[src/rtl/bca_pkg.sv]
// Shared types for the bus collision arbiter.
// Assumes: a two-bit state encoding is enough for the control FSM.
package bca_pkg;
    typedef enum logic [1:0] {
        ST_IDLE_WAIT = 2'd0,
        ST_TRANSMIT  = 2'd1,
        ST_COLLIDED  = 2'd2
    } bca_state_e;
endpackage

[src/rtl/bca_idle_counter.sv]
// Counts consecutive high samples of the bus echo and flags when the
// idle threshold BASE_IDLE + 2*cls + d is met on the current edge.
// Assumes: CNT_W can hold BASE_IDLE + 3; the count saturates at its maximum.
module bca_idle_counter #(
    parameter int BASE_IDLE = 8,
    parameter int CNT_W     = 4
) (
    input  logic clk,
    input  logic rst_n,
    input  logic clear,
    input  logic count_en,
    input  logic cxd,
    input  logic cls,
    input  logic d_bit,
    output logic idle_hit
);
    localparam logic [CNT_W-1:0] CNT_MAX = {CNT_W{1'b1}};
    localparam logic [CNT_W:0]   BASE_W  = (CNT_W+1)'(BASE_IDLE);

    logic [CNT_W-1:0] cnt_q;
    logic [CNT_W-1:0] cnt_inc;
    logic [CNT_W:0]   thr;

    // Saturating increment and threshold for this class and history.
    always_comb begin
        cnt_inc  = (cnt_q == CNT_MAX) ? CNT_MAX : cnt_q + 1'b1;
        thr      = BASE_W + {{(CNT_W-1){1'b0}}, cls, 1'b0} + {{CNT_W{1'b0}}, d_bit};
        idle_hit = count_en && cxd && ({1'b0, cnt_inc} >= thr);
    end

    // Run length of high samples; a low sample or a clear restarts it.
    always_ff @(posedge clk) begin
        if (!rst_n)       cnt_q <= '0;
        else if (clear)   cnt_q <= '0;
        else if (count_en) begin
            if (!cxd)     cnt_q <= '0;
            else          cnt_q <= cnt_inc;
        end
    end
endmodule

[src/rtl/bca_ctrl.sv]
// Access-control FSM: waits for idle, grants transmission, aborts on a
// collision and retries on its own. Flags are registered one-cycle pulses.
// Assumes: one clock edge per bit time; mismatch is valid only in TRANSMIT.
module bca_ctrl
    import bca_pkg::*;
(
    input  logic       clk,
    input  logic       rst_n,
    input  logic       frm_req,
    input  logic       frm_last,
    input  logic       mismatch,
    input  logic       idle_hit,
    output bca_state_e state,
    output logic       coll_pulse,
    output logic       restart_pulse,
    output logic       last_ok
);
    bca_state_e state_d;
    logic       coll_d, restart_d, last_ok_d;

    // Next-state and pulse decisions for the current bit.
    always_comb begin
        state_d   = state;
        coll_d    = 1'b0;
        restart_d = 1'b0;
        last_ok_d = last_ok;
        unique case (state)
            ST_IDLE_WAIT: if (idle_hit && frm_req) state_d = ST_TRANSMIT;
            ST_COLLIDED: if (idle_hit) begin
                state_d   = ST_TRANSMIT;
                restart_d = 1'b1;
            end
            ST_TRANSMIT: if (mismatch) begin
                state_d   = ST_COLLIDED;
                coll_d    = 1'b1;
                last_ok_d = 1'b0;
            end else if (frm_last) begin
                state_d   = ST_IDLE_WAIT;
                last_ok_d = 1'b1;
            end
            default: state_d = ST_IDLE_WAIT;
        endcase
    end

    // State, outcome history and pulse registers.
    always_ff @(posedge clk) begin
        if (!rst_n) begin
            state         <= ST_IDLE_WAIT;
            coll_pulse    <= 1'b0;
            restart_pulse <= 1'b0;
            last_ok       <= 1'b0;
        end else begin
            state         <= state_d;
            coll_pulse    <= coll_d;
            restart_pulse <= restart_d;
            last_ok       <= last_ok_d;
        end
    end
endmodule

[src/rtl/bca_txd_drv.sv]
// Transmit pin driver: passes the framer bit while active, otherwise
// applies the disabled mode (released or held at '1').
// Assumes: an external pad turns txd_oe = 0 into high impedance.
module bca_txd_drv (
    input  logic active,
    input  logic frm_bit,
    input  logic hold_high,
    output logic txd,
    output logic txd_oe
);
    // Select driven data or the disabled level.
    always_comb begin
        if (active) begin
            txd    = frm_bit;
            txd_oe = 1'b1;
        end else begin
            txd    = 1'b1;
            txd_oe = hold_high;
        end
    end
endmodule

[src/rtl/bus_collision_arbiter.sv]
// Top level: collision detection and automatic retry on a shared
// open-drain serial bus. Compares txd against cxd on each bit edge.
// Assumes: clk is the bit clock and cxd is already synchronised to it.
module bus_collision_arbiter
    import bca_pkg::*;
#(
    parameter int BASE_IDLE = 8
) (
    input  logic clk,
    input  logic rst_n,
    input  logic cfg_class,
    input  logic cfg_hold_high,
    input  logic frm_req,
    input  logic frm_bit,
    input  logic frm_last,
    input  logic cxd,
    output logic tx_grant,
    output logic txd,
    output logic txd_oe,
    output logic coll_irq,
    output logic restart_req
);
    localparam int THR_MAX = BASE_IDLE + 3;
    localparam int CNT_W   = $clog2(THR_MAX + 1);

    bca_state_e state;
    logic       idle_hit, last_ok, mismatch, sending;

    // Decode the transmit state and compare the driven and echoed levels.
    always_comb begin
        sending  = (state == ST_TRANSMIT);
        mismatch = sending && (txd != cxd);
        tx_grant = sending;
    end

    bca_idle_counter #(
        .BASE_IDLE (BASE_IDLE),
        .CNT_W     (CNT_W)
    ) u_idle (
        .clk      (clk),
        .rst_n    (rst_n),
        .clear    (sending),
        .count_en (!sending),
        .cxd      (cxd),
        .cls      (cfg_class),
        .d_bit    (last_ok),
        .idle_hit (idle_hit)
    );

    bca_ctrl u_ctrl (
        .clk           (clk),
        .rst_n         (rst_n),
        .frm_req       (frm_req),
        .frm_last      (frm_last),
        .mismatch      (mismatch),
        .idle_hit      (idle_hit),
        .state         (state),
        .coll_pulse    (coll_irq),
        .restart_pulse (restart_req),
        .last_ok       (last_ok)
    );

    bca_txd_drv u_drv (
        .active    (sending),
        .frm_bit   (frm_bit),
        .hold_high (cfg_hold_high),
        .txd       (txd),
        .txd_oe    (txd_oe)
    );
endmodule

[config.mk]
export PLATFORM = sky130hd
export DESIGN_NAME = bus_collision_arbiter
export DESIGN_NICKNAME = d
export VERILOG_FILES = /design/src/rtl/bca_pkg.sv /design/src/rtl/bca_idle_counter.sv /design/src/rtl/bca_ctrl.sv /design/src/rtl/bca_txd_drv.sv /design/src/rtl/bus_collision_arbiter.sv
export SDC_FILE = /design/constraint.sdc
export NUM_CORES = 1
export LEC_CHECK = 0
export BUFFER_PORTS_ARGS = -buffer_cell sky130_fd_sc_hd__buf_2
export CORE_MARGIN = 1
export CORE_UTILIZATION = 27
export CTS_CLUSTER_SIZE = 40
export DETAILED_ROUTE_END_ITERATION = 10
export PLACE_DENSITY = 0.53
export REMOVE_ABC_BUFFERS = 1
export SLEW_MARGIN = 20
export SYNTH_ARGS = -nofsm -noshare
export SYNTH_HDL_FRONTEND = slang
export SYNTH_HIERARCHICAL = 1
export SYNTH_SLANG_ARGS = --single-unit
[constraint.sdc]
create_clock -name clk -period 5 [get_ports clk]
set_input_delay 1 -clock clk [delete_from_list [all_inputs] [get_ports clk]]
set_output_delay 1 -clock clk [all_outputs]
set_load 0.01 [all_outputs]
==> impl_results.md <==
- Clk slew on worst S/H paths: ~70 ps
- Detailed placement HPWL: 775 um
- Most frequent cell after synthesis: dfxtp_1
- RSZ-0062 raised after global routing: no
- Detailed Route WL: 998 um
- Die area: 2130 sq um
- Asr flop ratio synth: 0%
- First-pass GRT wire length: 1670 um
- Critical path, cell by cell: buf_2, or2_1, buf_2
- Grt total ovfl: 0
- Number of fill cells: between 150 and 200
- Die Wd: 46.1 um
- DR vias: between 400 and 500
- Max incr delay on CP: 190 ps
- Yosys Warn Count: 6
- FMAX: 0.414 GHz
- Area delta synth->final: 22.4%
- Final max-slew violation count: 0
- Crit path depth: 3
- Netlist cell types: 25
- Max IR drop VDD: 0.109 mV
- Area of the multi-input gates: 338 sq um
- DRT Pass-1 Iters: 4
- Global Route Usage Sum: 11.6%
- Post-synth top area cell: dfxtp_1
- Max_cap viols: 0
- Max Buffers Root-to-Sink: 2
- Period utilisation layout: 48.3%
- WS Path Type: input pin to output pin
- Top Ports: 13
- RePlAce Congestion: slightly above 0.8
- CTS sink cnt: 9
- Post-synth EDFFs: 0
- Nets@finish: 85
- Leakage: 0.000273 uW
- Post-CTS Setup Bufs: 0
- Critical Path Slowest Stage Cell: or2_1
- Initial antenna violation count: 0
- Synth top cells by count: 9 x dfxtp_1, 6 x a21oi_1, 5 x nand2b_1
- DRT iter0 DRCs: 2
- Std cell rows: 15
- Storage element area: 180 sq um
- Num CTS Buffers: 3
- Netlist Area Pre-Place: 526 sq um
- Worst hold path type: flip-flop to flip-flop
- Root Buffer: clkbuf_4
- Core ar.: about 1800 sq um
- Vias in the first global route: approximately 390
- CTS Hold Bufs: 0
- H-Tree Depth: 1
- Fin. Hold Viols: 0
- Fraction of layout cells with a size suffix above 1: around 34%
- Die height: around 46 um
- Worst rel slew slack: 80.0%
- Syn Inst Count: 57
- Run status: finished clean
- CP Data Arrival Time: 1410 ps
- Post-synthesis sequential area ratio: 34.3%
- CTS tree: built
- CP Capture Type: output pin
- Routed Antenna Nets: 0
- Number of port buffers: 12
- Final setup margin: approximately 2600 ps
- Max Clock Skew: roughly 7.3 ps
- Buf+Inv Stages, Crit Path: 2
- Vias/cell: about 4.7
- Tmin final: between 2000 and 2500 ps
- Syn Area/Cell: 9.22 sq um
- Avg WL per Cell: a little over 10 um
- Top FF cell, synth: dfxtp_1
- Resized cells post-CTS: 0
- Slew of the pin with the lowest slew margin: 298 ps
- Family with the most delay on the worst path: buffers and inverters
- Largest net degree at the start of global routing: 10
- DRC: 0
- Synth top area share: 34.3%
- Register bit total from synthesis: 9
- Most used cell, CP: buf_2
- Worst slack, placed: 2580 ps
- Element type at the critical path start: input pin
- Initial Util: between 20% and 30%
- Largest cells by area after synthesis: dfxtp_1 34%, ha_1 7.1%, nand2b_1 6.0%
- Setup violations, final: 0
- Cell area power density: 226 nW/um^2
- Maximum fanout along the worst path: 1
- Antenna fix cells: 0
- Final setup TNS: 0 ps
- Clock latency on the worst-skew pair: 270 ps
- Crit path required time: 4000 ps
- FF-to-FF path depth: 10
- Worst hold path stage count: 2
-- routing by layer --
layer / share of wire (%) / routed length (um) / global-route usage (%) / vias up
li1: - / - / - / 237
met3: 5.7 / 57 / 5.88 / 0
met4: 0 / 0 / 3.53 / 0
met2: 46 / 456 / 17.7 / 16
met1: 48 / 484 / 14.0 / 207
met5: 0 / 0 / 0 / -
-- worst register-to-register path: stages, from the launching register on --
cell and delay [ps]:
dfxtp_1 380, ha_1 260, nand3_1 120, and2_4 170, ha_1 260, nand2b_1 160, a211o_1 300, a21oi_1 140
nor3_1 80, nor3b_1 140, o21a_1 180
-- layout by cell type, fill, tap and decap left out, drive strengths merged, types with 2 or more instances in the layout --
master and count:
buf 12, dfxtp 9, a21oi 7, nand2b 5
clkbuf 4, nor3b 4, nand2 3, ha 3
nor2b 2, nor2 2, o21a 2, and2 2
or2 2, nand3 2, a211o 2, o21ai 2
a211oi 2, inv 2, and3 2
-- layout make-up --
cell class,count,share of cell area [%]
clock buffer,4,4.09
inverter,2,1.17
multi-input combinational,46,52.5
sequential,9,28.0
tap,25,4.86
timing repair buffer,12,9.34
-- metrics by stage --
step	instances	power [uW]	instance area, sq um	util [%]	hold WS, ps
after global placement	94	89.0	617	34.6	482
after detailed placement	94	89.0	617	34.6	489
after CTS	98	149	643	36.1	499
after floorplan	57	83.5	526	-	462
final	98	145	643	36.1	495
after global routing	98	153	643	36.1	528
-- logic make-up after synthesis --
group | share of synthesized area (%)
xor gates and xnor gates | 1.67
adders and majority gates | 7.14
and+or+nand+nor | 37.1
AOI/OAI and AO/OA | 18.3
DFF | 34.3
buffers and inverters | 1.43
-- state kept, by name, indices dropped and copies added, names as in the netlist --
register and cells:
u_ctrl/restart_pulse 1, u_ctrl/last_ok 1, u_ctrl/state 2, u_idle/cnt_q 4, u_ctrl/coll_pulse 1
-- report_power, final --
group | switching (uW) | internal (uW) | total, uW
clock | 27.1 | 30.8 | 57.9
combinational | 6.48 | 7.60 | 14.1
sequential | 0.739 | 72.5 | 73.2
-- worst paths after layout --
kind | startpoint | to | slack (ps)
min | u_idle/cnt_q[1] | u_idle/cnt_q[1] | 490
min reg2reg | u_idle/cnt_q[1] | u_idle/cnt_q[1] | 490
max | cfg_hold_high | txd_oe | 2590
max reg2reg | u_idle/cnt_q[0] | u_ctrl/state[0] | 2710
Note: power is estimated with default switching activity, not from simulation.
